[src/rtl/rd_crc_serializer.sv]
module rd_crc_serializer #(
  parameter int              W          = 8,
  parameter logic [W-1:0]    CRC_POLY_R = 8'h8C,
  parameter logic [1:0]      CRC_OPCODE = 2'b10
) (
  input  logic         clk,
  input  logic         rst_n,
  input  logic         start_i,
  input  logic [1:0]   opcode_i,
  input  logic [W-1:0] byte_i,
  input  logic         byte_valid_i,
  input  logic         byte_last_i,
  output logic         byte_ready_o,
  input  logic         bit_tick_i,
  output logic         sdo_o,
  output logic         sdo_valid_o,
  output logic         done_o
);
  localparam int CNT_W = $clog2(W);
  localparam logic [CNT_W-1:0] CNT_TOP = CNT_W'(W - 1);

  typedef enum logic [1:0] {S_IDLE, S_LOAD, S_SEND} st_t;

  st_t              st;
  logic [W-1:0]     sh;
  logic [W-1:0]     crc;
  logic [CNT_W-1:0] cnt;
  logic             crc_en, last_q, in_crc, done_q;

  wire              fb     = crc[0] ^ sh[0];
  wire [W-1:0]      crc_nx = (crc >> 1) ^ (fb ? CRC_POLY_R : '0);
  wire              tick   = (st == S_SEND) && bit_tick_i;

  assign byte_ready_o = (st == S_LOAD);
  assign sdo_valid_o  = (st == S_SEND);
  assign sdo_o        = sdo_valid_o ? sh[0] : 1'b1;
  assign done_o       = done_q;

  always_ff @(posedge clk or negedge rst_n) begin
    if (!rst_n) begin
      st     <= S_IDLE;
      sh     <= '0;
      crc    <= '0;
      cnt    <= '0;
      crc_en <= 1'b0;
      last_q <= 1'b0;
      in_crc <= 1'b0;
      done_q <= 1'b0;
    end else begin
      done_q <= 1'b0;
      case (st)
        S_IDLE: if (start_i) begin
          crc    <= '0;
          crc_en <= (opcode_i == CRC_OPCODE);
          in_crc <= 1'b0;
          st     <= S_LOAD;
        end
        S_LOAD: if (byte_valid_i) begin
          sh     <= byte_i;
          last_q <= byte_last_i;
          cnt    <= '0;
          st     <= S_SEND;
        end
        S_SEND: if (tick) begin
          crc <= crc_nx;
          sh  <= sh >> 1;
          cnt <= cnt + 1'b1;
          if (cnt == CNT_TOP) begin
            if (!last_q) begin
              st <= S_LOAD;
            end else if (crc_en && !in_crc) begin
              sh     <= crc_nx;
              in_crc <= 1'b1;
              cnt    <= '0;
            end else begin
              st     <= S_IDLE;
              done_q <= 1'b1;
            end
          end
        end
        default: st <= S_IDLE;
      endcase
    end
  end


  line_hold_chk: assert property (@(posedge clk) disable iff (!rst_n)
    (sdo_valid_o && !bit_tick_i) |=> (sdo_valid_o && $stable(sdo_o)));


  ready_excl_chk: assert property (@(posedge clk) disable iff (!rst_n)
    !(byte_ready_o && sdo_valid_o));


  done_single_chk: assert property (@(posedge clk) disable iff (!rst_n)
    done_o |=> !done_o);


  done_idle_chk: assert property (@(posedge clk) disable iff (!rst_n)
    done_o |-> (!sdo_valid_o && !byte_ready_o && sdo_o));


  crc_residue_chk: assert property (@(posedge clk) disable iff (!rst_n)
    (done_o && crc_en) |-> (crc == '0));


  crc_byte_only_chk: assert property (@(posedge clk) disable iff (!rst_n)
    in_crc |-> crc_en);
endmodule

[config.mk]
export PLATFORM = sky130hd
export DESIGN_NAME = rd_crc_serializer
export DESIGN_NICKNAME = d
export VERILOG_FILES = /design/src/rtl/rd_crc_serializer.sv
export SDC_FILE = /design/constraint.sdc
export NUM_CORES = 1
export LEC_CHECK = 0
export ABC_CLOCK_PERIOD_IN_PS = 1500
export BUFFER_PORTS_ARGS = -buffer_cell sky130_fd_sc_hd__buf_2
export CAP_MARGIN = 20
export CORE_ASPECT_RATIO = 0.7
export CORE_MARGIN = 1.5
export CORE_UTILIZATION = 45
export DETAILED_ROUTE_END_ITERATION = 10
export GPL_ROUTABILITY_DRIVEN = 1
export PLACE_DENSITY = 0.68
export SYNTH_ARGS = -nofsm -noshare
export SYNTH_HDL_FRONTEND = slang
export SYNTH_SLANG_ARGS = --single-unit
[constraint.sdc]
create_clock -name clk -period 1.5 [get_ports clk]
set_input_delay 0.3 -clock clk [delete_from_list [all_inputs] [get_ports clk]]
set_output_delay 0.3 -clock clk [all_outputs]
set_load 0.005 [all_outputs]
; ---- Yosys cells after proc, flatten, opt, wreduce, memory -nomap -nowiden
; Index checks and enable logic that the tools add are counted.
[op_classes]
n_eq_ne = 11
bitwise = 2
n_mux = 35
add_sub_neg = 1
reduce_logical = 12
[ops]
columns = cell, count
row1 = 2-to-1 mux 8 bit, 8
row2 = case mux 8 bit (2 select lines), 2
row3 = 2-to-1 mux 3 bit, 5
row4 = 2-to-1 mux 2 bit, 6
row5 = 2-to-1 mux 1 bit, 11
row6 = != test 2 x 1 -> 1 bit (second input constant), 4
row7 = bitwise XOR 7 x 8 -> 8 bit, 1
row8 = case mux 2 bit (3 select lines), 1
row9 = case mux 3 bit (2 select lines), 1
row10 = AND reduction 3 bit, 2
row11 = AND reduction 6 bit, 1
row12 = AND reduction 5 bit, 1
row13 = == test 2 bit (second input constant), 2
row14 = != test 2 bit (second input constant), 2
row15 = AND reduction 2 bit, 2
row16 = nonzero test 2 bit, 2
row17 = adder 3 x 1 -> 3 bit (second input constant), 1
row18 = == test 3 bit (second input constant), 1
row19 = != test 3 bit (second input constant), 1
row20 = == test 2 x 1 -> 1 bit (second input constant), 1
row21 = logical AND 1 bit, 2
row22 = logical NOT 2 bit, 1
row23 = case mux 1 bit (2 select lines), 1
row24 = logical NOT 1 bit, 1
row25 = bitwise XOR 1 bit, 1
[word_totals]
input_bits = 16
register_bits = 25

; ---- Logic depth before layout (Yosys ltp)
; Gate-level depths: netlist of run 1.
[depth]
word_depth = 8
depth_mapped = 7
ltp_nobuf = 5

; ---- Worst setup path after synthesis of run 1
; Ideal clock, no wire load.
[synth_timing]
path_kind = register to register
startpoint = reg cnt[0]
endpoint = reg cnt[0]
path_slack_ns = -0.164
setup_time_ns = 0.065
stages_incl_launch_ff = 7
arrival_ns = 1.598
required_ns = 1.435
cell_sequence = dfrtp_1 -> ha_1 -> ha_1 -> and4b_1 -> clkbuf_1 -> a211oi_1 -> mux2_2
[synth_via]
elab_chain_cells = 6
word_cells_on_any_way = 7
[synth_rtl]
columns = item, line
row1 = "start, declared", 27  ; logic [CNT_W-1:0] cnt;
row2 = "start signal, assigned", 67  ; cnt <= cnt + 1'b1;
row3 = adder 3 x 1 -> 3 bit, 67
row4 = 2-to-1 mux 3 bit, 71  ; end else if (crc_en && !in_crc) begin
row5 = 2-to-1 mux 3 bit, 69  ; if (!last_q) begin
row6 = 2-to-1 mux 3 bit (*), 68  ; if (cnt == CNT_TOP) begin
row7 = 2-to-1 mux 3 bit (*), 64  ; S_SEND: if (tick) begin
row8 = case mux 3 bit (2 select lines) (*), 51  ; case (st)
; Mark *: on every way between the ends. The rest lies on a longest branch, timed or not. The select of a mux whose other input is x is not followed.
; A chain may end at the register's enable or synchronous reset.

; ---- Final worst setup path of run 1
[layout_timing]
startpoint = reg cnt[0]
endpoint = reg sh[3]
[layout_via]
elab_chain_cells = 4
[layout_rtl]
columns = item, line
row1 = == test 3 bit, 68
row2 = 2-to-1 mux 8 bit, 68
row3 = 2-to-1 mux 8 bit, 64
row4 = case mux 8 bit (2 select lines), 51
row5 = "end signal, assigned", 59  ; sh <= byte_i;
row6 = "end signal, assigned", 66  ; sh <= sh >> 1;
row7 = "end signal, assigned", 72  ; sh <= crc_nx;
row8 = "end, declared", 25  ; logic [W-1:0] sh;
; Every way passes these cells. The select of a mux whose other input is x is not followed.

==> results of run 1 <==
stage by stage:
step	setup slack, ns	cell area, µm²	power (mW)
after global placement	0.01380	1500	2.184
after floorplan	-0.05954	1309	1.859
final	-0.02315	1688	2.824
after detailed placement	-0.03615	1500	2.205
after global routing	-0.1070	1688	3.023
after CTS	-0.01908	1598	2.670
cell type report:
| type | count | area share (%) |
|---|---|---|
| clock buffers | 3 | 2.446 |
| flip-flops and latches | 25 | 37.06 |
| clock inverters | 1 | 0.4448 |
| multi-input cells | 77 | 39.58 |
| repair buffers | 40 | 15.20 |
| inverters | 11 | 2.595 |
| well taps | 36 | 2.669 |
final timing paths:
path / from / end / slack (ns) / cells after the start
min in group clk: opcode_i[0] / crc_en / 0.19 / 2
worst min-delay path: rst_n / crc[4] / 0.002 / 1
max in group asynchronous: rst_n / st[1] / 1.13 / 1
worst max-delay path: cnt[0] / sh[3] / -0.02 / 5
worst min register to register: crc[3] / crc[3] / 0.52 / 1
worst max register to register: cnt[0] / sh[3] / -0.02 / 5
cell usage in the layout (no fill, tap or decap), types with 2 or more instances in the layout:
cell and n:
sky130_fd_sc_hd__dfrtp_1 25, sky130_fd_sc_hd__buf_4 20, sky130_fd_sc_hd__buf_2 19, sky130_fd_sc_hd__inv_1 10
sky130_fd_sc_hd__nand3_1 9, sky130_fd_sc_hd__o21ai_0 9, sky130_fd_sc_hd__a22o_1 7, sky130_fd_sc_hd__nand2_1 5
sky130_fd_sc_hd__a32oi_1 5, sky130_fd_sc_hd__nand3b_1 3, sky130_fd_sc_hd__nor3_1 3, sky130_fd_sc_hd__ha_4 3
sky130_fd_sc_hd__clkbuf_8 3, sky130_fd_sc_hd__nand4b_1 2, sky130_fd_sc_hd__nand3_2 2, sky130_fd_sc_hd__xnor3_1 2
sky130_fd_sc_hd__o2bb2ai_1 2
sequential cells by signal, summed over array words and instances (netlist names):
register  flops
crc           8
cnt           3
done_o        1
in_crc        1
last_q        1
st            2
crc_en        1
sh            8
worst reg2reg max path, cell delays in order, from the launching register on:
cell and delay (ns):
sky130_fd_sc_hd__dfrtp_1 0.40, sky130_fd_sc_hd__ha_4 0.18, sky130_fd_sc_hd__ha_4 0.14, sky130_fd_sc_hd__and4b_2 0.29, sky130_fd_sc_hd__nor3_1 0.06, sky130_fd_sc_hd__o32a_1 0.34
metal layers:
metal  global-route usage [%]  part of all wire (%)  vias up  routed length [µm]
li1                         -                     -      516                   -
met1                    27.73                    48      522                1465
met2                    30.30                    47       21                1427
met3                    5.647                   3.8        2                 115
met4                    7.755                  0.79        0                  24
met5                        0                     0        -                   0
where the power goes:
group,leakage [nW],internal (mW),total [mW],switching (mW)
clock network,0.0217,0.188,0.410,0.221
logic,0.455,0.687,1.29,0.604
registers,0.319,0.910,1.12,0.212
total,0.796,1.79,2.82,1.04
what timing repair did:
| action | in CTS | in global routing |
|---|---|---|
| setup endpoints to repair | 12 | 13 |
| gates resized for setup | 9 | 9 |
| buffers inserted | 2 | 5 |
| pin swaps | 3 | 10 |
logic make-up (layout without fill, tap and decap cells):
kind of cell	Yosys count	count (layout)	share of synthesized area (%)
muxes	3	3	2.498
and+or+nand+nor	34	34	15.66
DFF	25	25	48.03
AOI/OAI and AO/OA	34	34	19.60
buffers and inverters	19	55	7.205
adders and majority gates	3	3	2.882
xor gates and xnor gates	3	3	4.131
==> metrics.log, run 1 <==
INFO  metric power_per_cell_area = approximately 1700 nW/µm²
INFO  metric synth_cells = around 120
INFO  metric critical_path.max_fanout = 3
INFO  metric grt_max_degree = 26
INFO  metric dieArea = 3231 µm²
INFO  metric synth.yosys.seq_area_share = between 40% and 50%
INFO  metric numPlacedInstances = 182
INFO  metric avgSynthCellArea = 10.76 µm²
INFO  metric path_delay_family = flip-flops
INFO  metric route.vias.total = 1061
INFO  metric drc = 0
INFO  metric num_antenna_cells = 0
INFO  metric mappedNetlistNets = between 100 and 150
INFO  metric critical_path.max_stage_delay = ~0.40 ns
INFO  metric synth_most_common_cell = sky130_fd_sc_hd__dfrtp_1
INFO  metric synth.top_cells.by_area = sky130_fd_sc_hd__dfrtp_1, sky130_fd_sc_hd__a22o_1, sky130_fd_sc_hd__nand3_1
INFO  metric via_count_of_the_first_global_routing_pass = 935
INFO  metric hold_path.class = in -> async
INFO  metric finalCoreUtilization = between 60 and 70%
INFO  metric outcome = finished with violations
INFO  metric numPortBuffers = 19
INFO  metric grt_remaining_overflow = 0
INFO  metric grt_setup_unrepaired = true
INFO  metric routed_wl = 3032 µm
INFO  metric vias_per_cell = 5.497
INFO  metric critPathLaunchType = flop
INFO  metric slowest_stage = sky130_fd_sc_hd__dfrtp_1
INFO  metric ordered_cell_list_for_the_critical_path = ha_4 -> ha_4 -> and4b_2 -> nor3_1 -> o32a_1
INFO  metric first_pass_iters = 4
INFO  metric placement_rows = 16
INFO  metric finish.net_count = 177
INFO  metric failed_checks = negative setup slack
INFO  metric holdWs = between 0.0015 and 0.002 ns
INFO  metric chipWidth = between 60 and 70 µm
INFO  metric ir_worst_vdd = a little under 0.0008 V
INFO  metric timing.clock.skew = 0.004116 ns
INFO  metric global_route_wire_length_before_repair = 4491 µm
INFO  metric grt_antenna_before_repair = 0
INFO  metric globalplace.congestion = around 0.77
INFO  metric final_antenna_net_count = 0
INFO  metric area_occupied_by_multi_input_gates = ~670 µm²
INFO  metric fin_cells = between 150 and 200
INFO  metric setup_viol = 5
INFO  metric slew_headroom = a little over three fifths
INFO  metric timing.fmax = 0.6565 GHz
INFO  metric sum_of_net_half_perimeters_after_detailed_placement = ~2200 µm
INFO  metric cp.arrival = about 1.7 ns
INFO  metric tns = -0.07645 ns
INFO  metric fp.coreArea = 2783 µm²
INFO  metric fin_crit_sh = 101.5%
INFO  metric cellLeakagePower = between 0.7 and 0.8 nW
INFO  metric unique_cell_type_count_in_the_yosys_netlist = 39
INFO  metric setup_ws = -0.02315 ns
INFO  metric global_route.usage.total = roughly 20%
INFO  metric clk_pin_slew_worst_paths = about 0.09 ns
INFO  metric htreeDepth = 1
INFO  metric finalHoldViolCount = 0
INFO  metric clk-insertion-delay-late = approximately 0.27 ns
INFO  metric syn-cell-area = 1302 µm²
INFO  metric layout_min_cycle_time = between 1.5 and 2 ns
INFO  metric path_class = reg -> reg
INFO  metric ctsRootBufferMaster = sky130_fd_sc_hd__clkbuf_8
INFO  metric synth_flop_cell = sky130_fd_sc_hd__dfrtp_1
INFO  metric synth_warnings = 0
INFO  metric synth-async-reset-ratio = 100.0%
INFO  metric synth_top_area_cell = sky130_fd_sc_hd__dfrtp_1
INFO  metric timing_max_transition_violations_final = 0
INFO  metric clock_sink_count = 25
INFO  metric clock_path_buffers = 2
INFO  metric cts_hold_repair.buffers = 0
INFO  metric pin_count = 20
INFO  metric path_buf_inv = 0
INFO  metric fp.dieH = just under 50 µm
INFO  metric fill_cells = ~220
INFO  metric violation_count_after_the_first_detailed_routing_iteration = 73
INFO  metric wire_per_inst = roughly 16 µm
INFO  metric timing.critical_path.to_type = flop
INFO  metric regArea = roughly 630 µm²
INFO  metric area_growth_syn_to_layout = 29.59%
INFO  metric start_util = 46.81%
INFO  metric timing.max_cap.violations = 0
INFO  metric drive_gt1_share = between 30% and 40%
INFO  metric post-synth-top-area-fraction = 48.03%
INFO  metric post_synth_most_frequent_cells = sky130_fd_sc_hd__dfrtp_1, sky130_fd_sc_hd__inv_1, sky130_fd_sc_hd__nand3_1
INFO  metric tritoncts = yes
INFO  metric path_common_cell = sky130_fd_sc_hd__ha_4
INFO  metric synth_seq_cells = 25
INFO  metric number_of_enable_flip_flop_cells_after_synthesis = 0
INFO  metric cts_buffers = 3
INFO  metric worstMarginPinSlew = roughly 0.55 ns
INFO  metric data_required_time_of_the_critical_path = roughly 1.7 ns
Note: power is estimated with default switching activity, not from simulation.
==> run 2: changes to the inputs <==
--- a/config.mk
+++ b/config.mk
@@ -10,10 +10,11 @@
 export CAP_MARGIN = 20
 export CORE_ASPECT_RATIO = 0.7
 export CORE_MARGIN = 1.5
-export CORE_UTILIZATION = 45
+export CORE_UTILIZATION = 40
+export CTS_CLUSTER_DIAMETER = 60
 export DETAILED_ROUTE_END_ITERATION = 10
 export GPL_ROUTABILITY_DRIVEN = 1
-export PLACE_DENSITY = 0.68
+export PLACE_DENSITY_LB_ADDON = 0.25
 export SYNTH_ARGS = -nofsm -noshare
 export SYNTH_HDL_FRONTEND = slang
 export SYNTH_SLANG_ARGS = --single-unit
==> run 2 against run 1 <==
  * The run still ends with negative setup slack left
  * Highest routed layer unchanged
  * Die area rose by 12%
  * Clock-buffer cell count rose by 1
  * Clock power fell by 1%
==> metrics.log, run 2 (synthesized netlist as in run 1, its figures left out) <==
INFO  metric ctsRootBufferMaster = sky130_fd_sc_hd__clkbuf_8 (unchanged)
INFO  metric setup_viol = 2 (was 5)
INFO  metric clock_power_share = 14.4% (was 14.5%)
INFO  metric via_count_of_the_first_global_routing_pass = 1065 (was 935)
INFO  metric route.vias.total = 1072 (was 1061)
INFO  metric holdWs = 0.01762 ns (was 0.001822 ns)
INFO  metric hold_path.class = in -> async (unchanged)
INFO  metric wire_per_inst = 15.24 µm (was 15.71 µm)
INFO  metric critPathLaunchType = flop (unchanged)
INFO  metric cts_buffers = 3 (unchanged)
INFO  metric timing.fmax = 0.6593 GHz (was 0.6565 GHz)
INFO  metric first_pass_iters = 5 (was 4)
INFO  metric chipWidth = 71.21 µm (was 67.31 µm)
INFO  metric power_per_cell_area = 1642 nW/µm² (was 1673 nW/µm²)
INFO  metric timing.critical_path.to_type = flop (unchanged)
INFO  metric drive_gt1_share = 39.74% (was 38.22%)
INFO  metric timing_max_transition_violations_final = 0 (unchanged)
INFO  metric vias_per_cell = 5.526 (was 5.497)
INFO  metric ff2ff_setup_slack = -0.02 ns (about the same)
INFO  metric area_growth_syn_to_layout = 31.70% (was 29.59%)
INFO  metric drc = 0 (unchanged)
INFO  metric start_util = 41.66% (was 46.81%)
INFO  metric data_required_time_of_the_critical_path = 1.69 ns (was 1.65 ns)
INFO  metric tritoncts = yes (unchanged)
INFO  metric path_class = reg -> reg (unchanged)
INFO  metric p_seq_share = 39.7% (was 39.8%)
INFO  metric final_antenna_net_count = 0 (unchanged)
INFO  metric final_area = 1715 µm² (was 1688 µm²)
INFO  metric layout.cells.most_common_list = sky130_fd_sc_hd__dfrtp_1, sky130_fd_sc_hd__buf_2, sky130_fd_sc_hd__buf_4 (was sky130_fd_sc_hd__dfrtp_1, sky130_fd_sc_hd__buf_4, sky130_fd_sc_hd__buf_2)
INFO  metric layout_min_cycle_time = 1.517 ns (was 1.523 ns)
INFO  metric top_layer_used = met4 (unchanged)
INFO  metric clock_path_buffers = 2 (unchanged)
INFO  metric finalHoldViolCount = 0 (unchanged)
INFO  metric worstMarginPinSlew = 0.5804 ns (was 0.5509 ns)
INFO  metric cellLeakagePower = 0.7943 nW (was 0.7959 nW)
INFO  metric violation_count_after_the_first_detailed_routing_iteration = 39 (was 73)
INFO  metric origin_of_the_critical_flop_to_flop_path = cnt[1] (was cnt[0])
INFO  metric wirelength_met1 = 1455 µm (was 1465 µm)
INFO  metric met2RoutedLength = 1354 µm (was 1427 µm)
INFO  metric grt_setup_unrepaired = true (unchanged)
INFO  metric placed_cell_area = 1495 µm² (was 1500 µm²)
INFO  metric fp.dieH = 50.74 µm (was 48.01 µm)
INFO  metric htreeDepth = 1 (unchanged)
INFO  metric layout_commonest_cell = sky130_fd_sc_hd__dfrtp_1 (unchanged)
INFO  metric cp.arrival = 1.71 ns (was 1.68 ns)
INFO  metric pin_count = 20 (unchanged)
INFO  metric dieArea = 3613 µm² (was 3231 µm²)
INFO  metric clock_sink_count = 25 (unchanged)
INFO  metric grt_max_degree = 26 (unchanged)
INFO  metric numPortBuffers = 19 (unchanged)
INFO  metric p_sw_share = 36.53% (was 36.75%)
INFO  metric sum_of_net_half_perimeters_after_detailed_placement = 2074 µm (was 2173 µm)
INFO  metric fin_crit_sh = 101.1% (was 101.5%)
INFO  metric top_regs = crc: 8 flops, sh: 8 flops, cnt: 3 flops (unchanged)
INFO  metric num_antenna_cells = 0 (unchanged)
INFO  metric detailedPlace.worstSlack = -0.1138 ns (was -0.03615 ns)
INFO  metric p_comb_share = 45.9% (was 45.7%)
INFO  metric cellInternalPower = 1.787 mW (was 1.786 mW)
INFO  metric routed-wl-met3 = 133 µm (was 115 µm)
INFO  metric grt_antenna_before_repair = 0 (unchanged)
INFO  metric p_sw = 1.029 mW (was 1.038 mW)
INFO  metric routed_wl = 2956 µm (was 3032 µm)
INFO  metric global_route.usage.total = 18.78% (was 20.03%)
INFO  metric placement_rows = 17 (was 16)
INFO  metric crit_start = cnt[1] (was cnt[0])
INFO  metric globalplace.congestion = 0.8701 (was 0.7746)
INFO  metric outcome = finished with violations (unchanged)
INFO  metric critical_path.max_fanout = 3 (unchanged)
INFO  metric slew_headroom = 61.31% (was 63.27%)
INFO  metric fp.coreArea = 3127 µm² (was 2783 µm²)
INFO  metric timing.clock.skew = 0.003967 ns (was 0.004116 ns)
INFO  metric timing.max_cap.violations = 0 (unchanged)
INFO  metric grt_remaining_overflow = 0 (unchanged)
INFO  metric ir_worst_vdd = 0.0007861 V (was 0.0007705 V)
INFO  metric tns = -0.01900 ns (was -0.07645 ns)
INFO  metric global_route_wire_length_before_repair = 5175 µm (was 4491 µm)
INFO  metric setup_ws = -0.01687 ns (was -0.02315 ns)
INFO  metric finish.net_count = 176 (was 177)
INFO  metric clk_pin_slew_worst_paths = 0.09 ns (about the same)
INFO  metric clk-insertion-delay-late = 0.27 ns (about the same)
INFO  metric failed_checks = negative setup slack (unchanged)
[run 2: final timing paths]
path / end / cells after the start
max: sh[2] / 5
min reg2reg: crc[3] / 1
max reg2reg: sh[2] / 5
min in group clk: crc_en / 2
max in group asynchronous: cnt[0] / 1
min: crc[5] / 1
[run 2: power groups by stage]
| stage | registers (mW) | clock network [mW] | logic [mW] |
|---|---|---|---|
| 3_5_place_dp | 1.11 | 0 | 1.07 |
| 4_1_cts | 1.11 | 0.415 | 1.22 |
| 6_report | 1.12 | 0.406 | 1.29 |
| 3_3_place_gp | 1.10 | 0 | 1.05 |
| 5_1_grt | 1.15 | 0.442 | 1.43 |
| 2_1_floorplan | 1.06 | 0 | 0.797 |
[run 2: layer usage]
metal  track usage [%]  vias up
li1                  -      513
met1             26.24      535
met2             28.86       22
met3             5.221        2
met4             4.717        0
met5                 0        -
[run 2: cell type report]
cell class                      count  area [µm²]
Sequential cell                    25       625.6
Fill cell                         267        1411
Inverter                           11       45.04
Tap cell                           38       47.55
Clock buffer                        4       45.04
Timing Repair Buffer               39       265.3
Multi-Input combinational cell     77       686.9
[run 2: repair_timing]
| action | in CTS | in global routing |
|---|---|---|
| setup buffers | 6 | 2 |
| gates resized for setup | 11 | 10 |
| hold buffers | 0 | 0 |
| setup endpoints to repair | 13 | 12 |
| pin swaps | 4 | 8 |
[run 2: critical path, stage by stage (launching register included)]
cell                       delay, ns
sky130_fd_sc_hd__dfrtp_1        0.40
sky130_fd_sc_hd__ha_4           0.18
sky130_fd_sc_hd__ha_4           0.13
sky130_fd_sc_hd__nand4b_1       0.13
sky130_fd_sc_hd__or3_4          0.41
sky130_fd_sc_hd__a32oi_2        0.19
[run 2: metrics by stage]
step	utilization, %	total power [mW]	std cells
global placement	47.82	2.146	183
global route	54.86	3.028	194
detailed placement	47.82	2.174	183
CTS	52.78	2.741	192
floorplan	-	1.859	121
finish	54.86	2.816	194
==> run 3: changes to the inputs <==
--- a/config.mk
+++ b/config.mk
@@ -10,11 +10,12 @@
 export CAP_MARGIN = 20
 export CORE_ASPECT_RATIO = 0.7
 export CORE_MARGIN = 1.5
-export CORE_UTILIZATION = 40
+export CORE_UTILIZATION = 38
 export CTS_CLUSTER_DIAMETER = 60
 export DETAILED_ROUTE_END_ITERATION = 10
 export GPL_ROUTABILITY_DRIVEN = 1
 export PLACE_DENSITY_LB_ADDON = 0.25
+export SKIP_LAST_GASP = 1
 export SYNTH_ARGS = -nofsm -noshare
 export SYNTH_HDL_FRONTEND = slang
 export SYNTH_SLANG_ARGS = --single-unit
==> run 3 against run 2 <==
  * Worst hold slack got worse by 0.00081 ns
  * Critical path type unchanged
  * Register-to-register slack got worse by 0.02 ns
  * Critical path depth is 1 higher
  * Routed wire length is 7.9% higher
  * Clock power down 1%
  * Non-clock buffer count increased by 1
  * Total power grew 1.2%
  * Sequential cell count did not move
  * Global-route usage is 0.50 points lower
  * The flow still finishes with violations (negative setup slack)
  * Die area increased by 5.0%
==> metrics.log, run 3 (synthesized netlist as in run 1, its figures left out) <==
INFO  metric outcome = finished with violations (unchanged)
INFO  metric failed_checks = negative setup slack (unchanged)
INFO  metric start_util = 40.55% (was 41.66%)
INFO  metric top_regs = crc: 8 flops, sh: 8 flops, cnt: 3 flops (unchanged)
INFO  metric power_per_cell_area = 1645 nW/µm² (was 1642 nW/µm²)
INFO  metric data_required_time_of_the_critical_path = 1.69 ns (about the same)
INFO  metric clk-insertion-delay-late = 0.27 ns (about the same)
INFO  metric clock_path_buffers = 2 (unchanged)
INFO  metric cellLeakagePower = 0.7909 nW (was 0.7943 nW)
INFO  metric via_count_of_the_first_global_routing_pass = 1030 (was 1065)
INFO  metric fp.coreArea = 3212 µm² (was 3127 µm²)
INFO  metric layout_min_cycle_time = 1.539 ns (was 1.517 ns)
INFO  metric grt_remaining_overflow = 0 (unchanged)
INFO  metric finish.net_count = 177 (was 176)
INFO  metric slowest_stage = sky130_fd_sc_hd__dfrtp_1 (was sky130_fd_sc_hd__or3_4)
INFO  metric met2RoutedLength = 1506 µm (was 1354 µm)
INFO  metric ordered_cell_list_for_the_critical_path = ha_4 -> ha_4 -> and4b_2 -> buf_6 -> nand3_2 -> a32oi_2 (was ha_4 -> ha_4 -> nand4b_1 -> or3_4 -> a32oi_2)
INFO  metric hold_path.class = in -> async (unchanged)
INFO  metric critPathLaunchType = flop (unchanged)
INFO  metric layout_commonest_cell = sky130_fd_sc_hd__dfrtp_1 (unchanged)
INFO  metric violation_count_after_the_first_detailed_routing_iteration = 46 (was 39)
INFO  metric global_route.usage.total = 18.29% (was 18.78%)
INFO  metric fp.dieH = 51.99 µm (was 50.74 µm)
INFO  metric finalHoldViolCount = 0 (unchanged)
INFO  metric timing.fmax = 0.6496 GHz (was 0.6593 GHz)
INFO  metric numPortBuffers = 19 (unchanged)
INFO  metric fin_crit_sh = 102.6% (was 101.1%)
INFO  metric top_layer_used = met4 (unchanged)
INFO  metric placement_rows = 17 (unchanged)
INFO  metric timing.max_cap.violations = 0 (unchanged)
INFO  metric globalplace.congestion = 0.7921 (was 0.8701)
INFO  metric cp.arrival = 1.73 ns (was 1.71 ns)
INFO  metric clock_sink_count = 25 (unchanged)
INFO  metric dieArea = 3794 µm² (was 3613 µm²)
INFO  metric first_pass_iters = 5 (unchanged)
INFO  metric ir_worst_vdd = 0.0006726 V (was 0.0007861 V)
INFO  metric wirelength_met1 = 1543 µm (was 1455 µm)
INFO  metric tritoncts = yes (unchanged)
INFO  metric drive_gt1_share = 41.40% (was 39.74%)
INFO  metric chipWidth = 72.98 µm (was 71.21 µm)
INFO  metric global_route_wire_length_before_repair = 5119 µm (was 5175 µm)
INFO  metric area_growth_syn_to_layout = 33.05% (was 31.70%)
INFO  metric timing.critical_path.to_type = flop (unchanged)
INFO  metric sum_of_net_half_perimeters_after_detailed_placement = 2230 µm (was 2074 µm)
INFO  metric htreeDepth = 1 (unchanged)
INFO  metric critical_path.max_stage_delay = 0.41 ns (about the same)
INFO  metric grt_max_degree = 26 (unchanged)
INFO  metric path_class = reg -> reg (unchanged)
INFO  metric power = 2.850 mW (was 2.816 mW)
INFO  metric final_antenna_net_count = 0 (unchanged)
INFO  metric vias_per_cell = 5.417 (was 5.526)
INFO  metric grt_setup_unrepaired = true (unchanged)
INFO  metric critical_path.max_fanout = 5 (was 3)
INFO  metric drc = 0 (unchanged)
INFO  metric slew_headroom = 62.00% (was 61.31%)
INFO  metric pin_count = 20 (unchanged)
INFO  metric routed-wl-met3 = 128 µm (was 133 µm)
INFO  metric worstMarginPinSlew = 0.5700 ns (was 0.5804 ns)
INFO  metric timing_max_transition_violations_final = 0 (unchanged)
INFO  metric setup_ws = -0.03939 ns (was -0.01687 ns)
INFO  metric final_area = 1733 µm² (was 1715 µm²)
INFO  metric grt_antenna_before_repair = 0 (unchanged)
INFO  metric ctsRootBufferMaster = sky130_fd_sc_hd__clkbuf_8 (unchanged)
INFO  metric route.vias.total = 1105 (was 1072)
INFO  metric routed_wl = 3191 µm (was 2956 µm)
INFO  metric num_antenna_cells = 0 (unchanged)
INFO  metric timing.clock.skew = 0.002548 ns (was 0.003967 ns)
INFO  metric path_common_cell = sky130_fd_sc_hd__ha_4 (unchanged)
INFO  metric layout.cells.most_common_list = sky130_fd_sc_hd__dfrtp_1, sky130_fd_sc_hd__buf_2, sky130_fd_sc_hd__buf_4 (unchanged)
INFO  metric cts_buffers = 3 (unchanged)
INFO  metric setup_viol = 7 (was 2)
INFO  metric clk_pin_slew_worst_paths = 0.09 ns (about the same)
INFO  metric placed_cell_area = 1514 µm² (was 1495 µm²)
INFO  metric wire_per_inst = 15.64 µm (was 15.24 µm)
## run 3: cell types whose count changed in the layout (fill, tap and decap cells not counted), sizes merged
| cell | before | now |
|---|---|---|
| buf | 39 | 40 |
## run 3: report_power, final
part	total [mW]	internal, mW	switching, mW
sequential	1.13	0.910	0.218
combinational	1.32	0.692	0.629
clock	0.401	0.190	0.211
## run 3: per-layer routing
| layer | vias up | GRT usage (%) |
|---|---|---|
| li1 | 514 | - |
| met1 | 553 | 26.93 |
| met2 | 34 | 27.52 |
| met3 | 4 | 4.070 |
| met4 | 0 | 3.774 |
| met5 | - | 0 |
## run 3: critical path: cells and delay by family (launching register included)
kind | cells | cell delay, ns
AOI/OAI and AO/OA | 1 | 0.21
DFF | 1 | 0.41
buffers and inverters | 1 | 0.15
adders and majority gates | 2 | 0.31
and+or+nand+nor | 2 | 0.37
## run 3: cell type report
class | count | area, µm²
fill | 288 | 1479
multi-input combinational | 77 | 698.2
sequential | 25 | 625.6
timing repair buffer | 40 | 260.3
tap | 47 | 58.81
clock buffer | 4 | 45.04
inverter | 11 | 45.04
## run 3: worst paths after layout
check | from | endpoint | slack [ns] | depth (start not counted)
max | cnt[1] | sh[6] | -0.04 | 6
min | rst_n | last_q | 0.02 | 1
max reg2reg | cnt[1] | sh[6] | -0.04 | 6
min reg2reg | sh[1] | sh[1] | 0.52 | 2
max in group asynchronous | rst_n | crc[2] | 1.11 | 1
min in group clk | opcode_i[0] | crc_en | 0.20 | 2
## run 3: timing repair
item	4_1_cts	5_1_grt
gates cloned	0	0
pin swaps	7	8
setup endpoints to repair	13	12
setup buffers	6	2
hold endpoints to repair	0	0
hold buffers	0	0
resized for setup	6	17
## run 3: through the flow
step | TNS (ns) | std cells | setup slack (ns) | hold slack (ns) | util, %
CTS | -0.05484 | 202 | -0.02783 | 0.03628 | 50.45
finish | -0.1672 | 204 | -0.03939 | 0.01681 | 53.95
floorplan | -0.07479 | 121 | -0.05954 | 0.004409 | -
global route | -0.9746 | 204 | -0.1343 | 0.06843 | 53.95
detailed placement | -0.3038 | 193 | -0.1090 | 0.3369 | 47.14
global placement | -0.06546 | 193 | -0.05566 | 0.3268 | 47.14
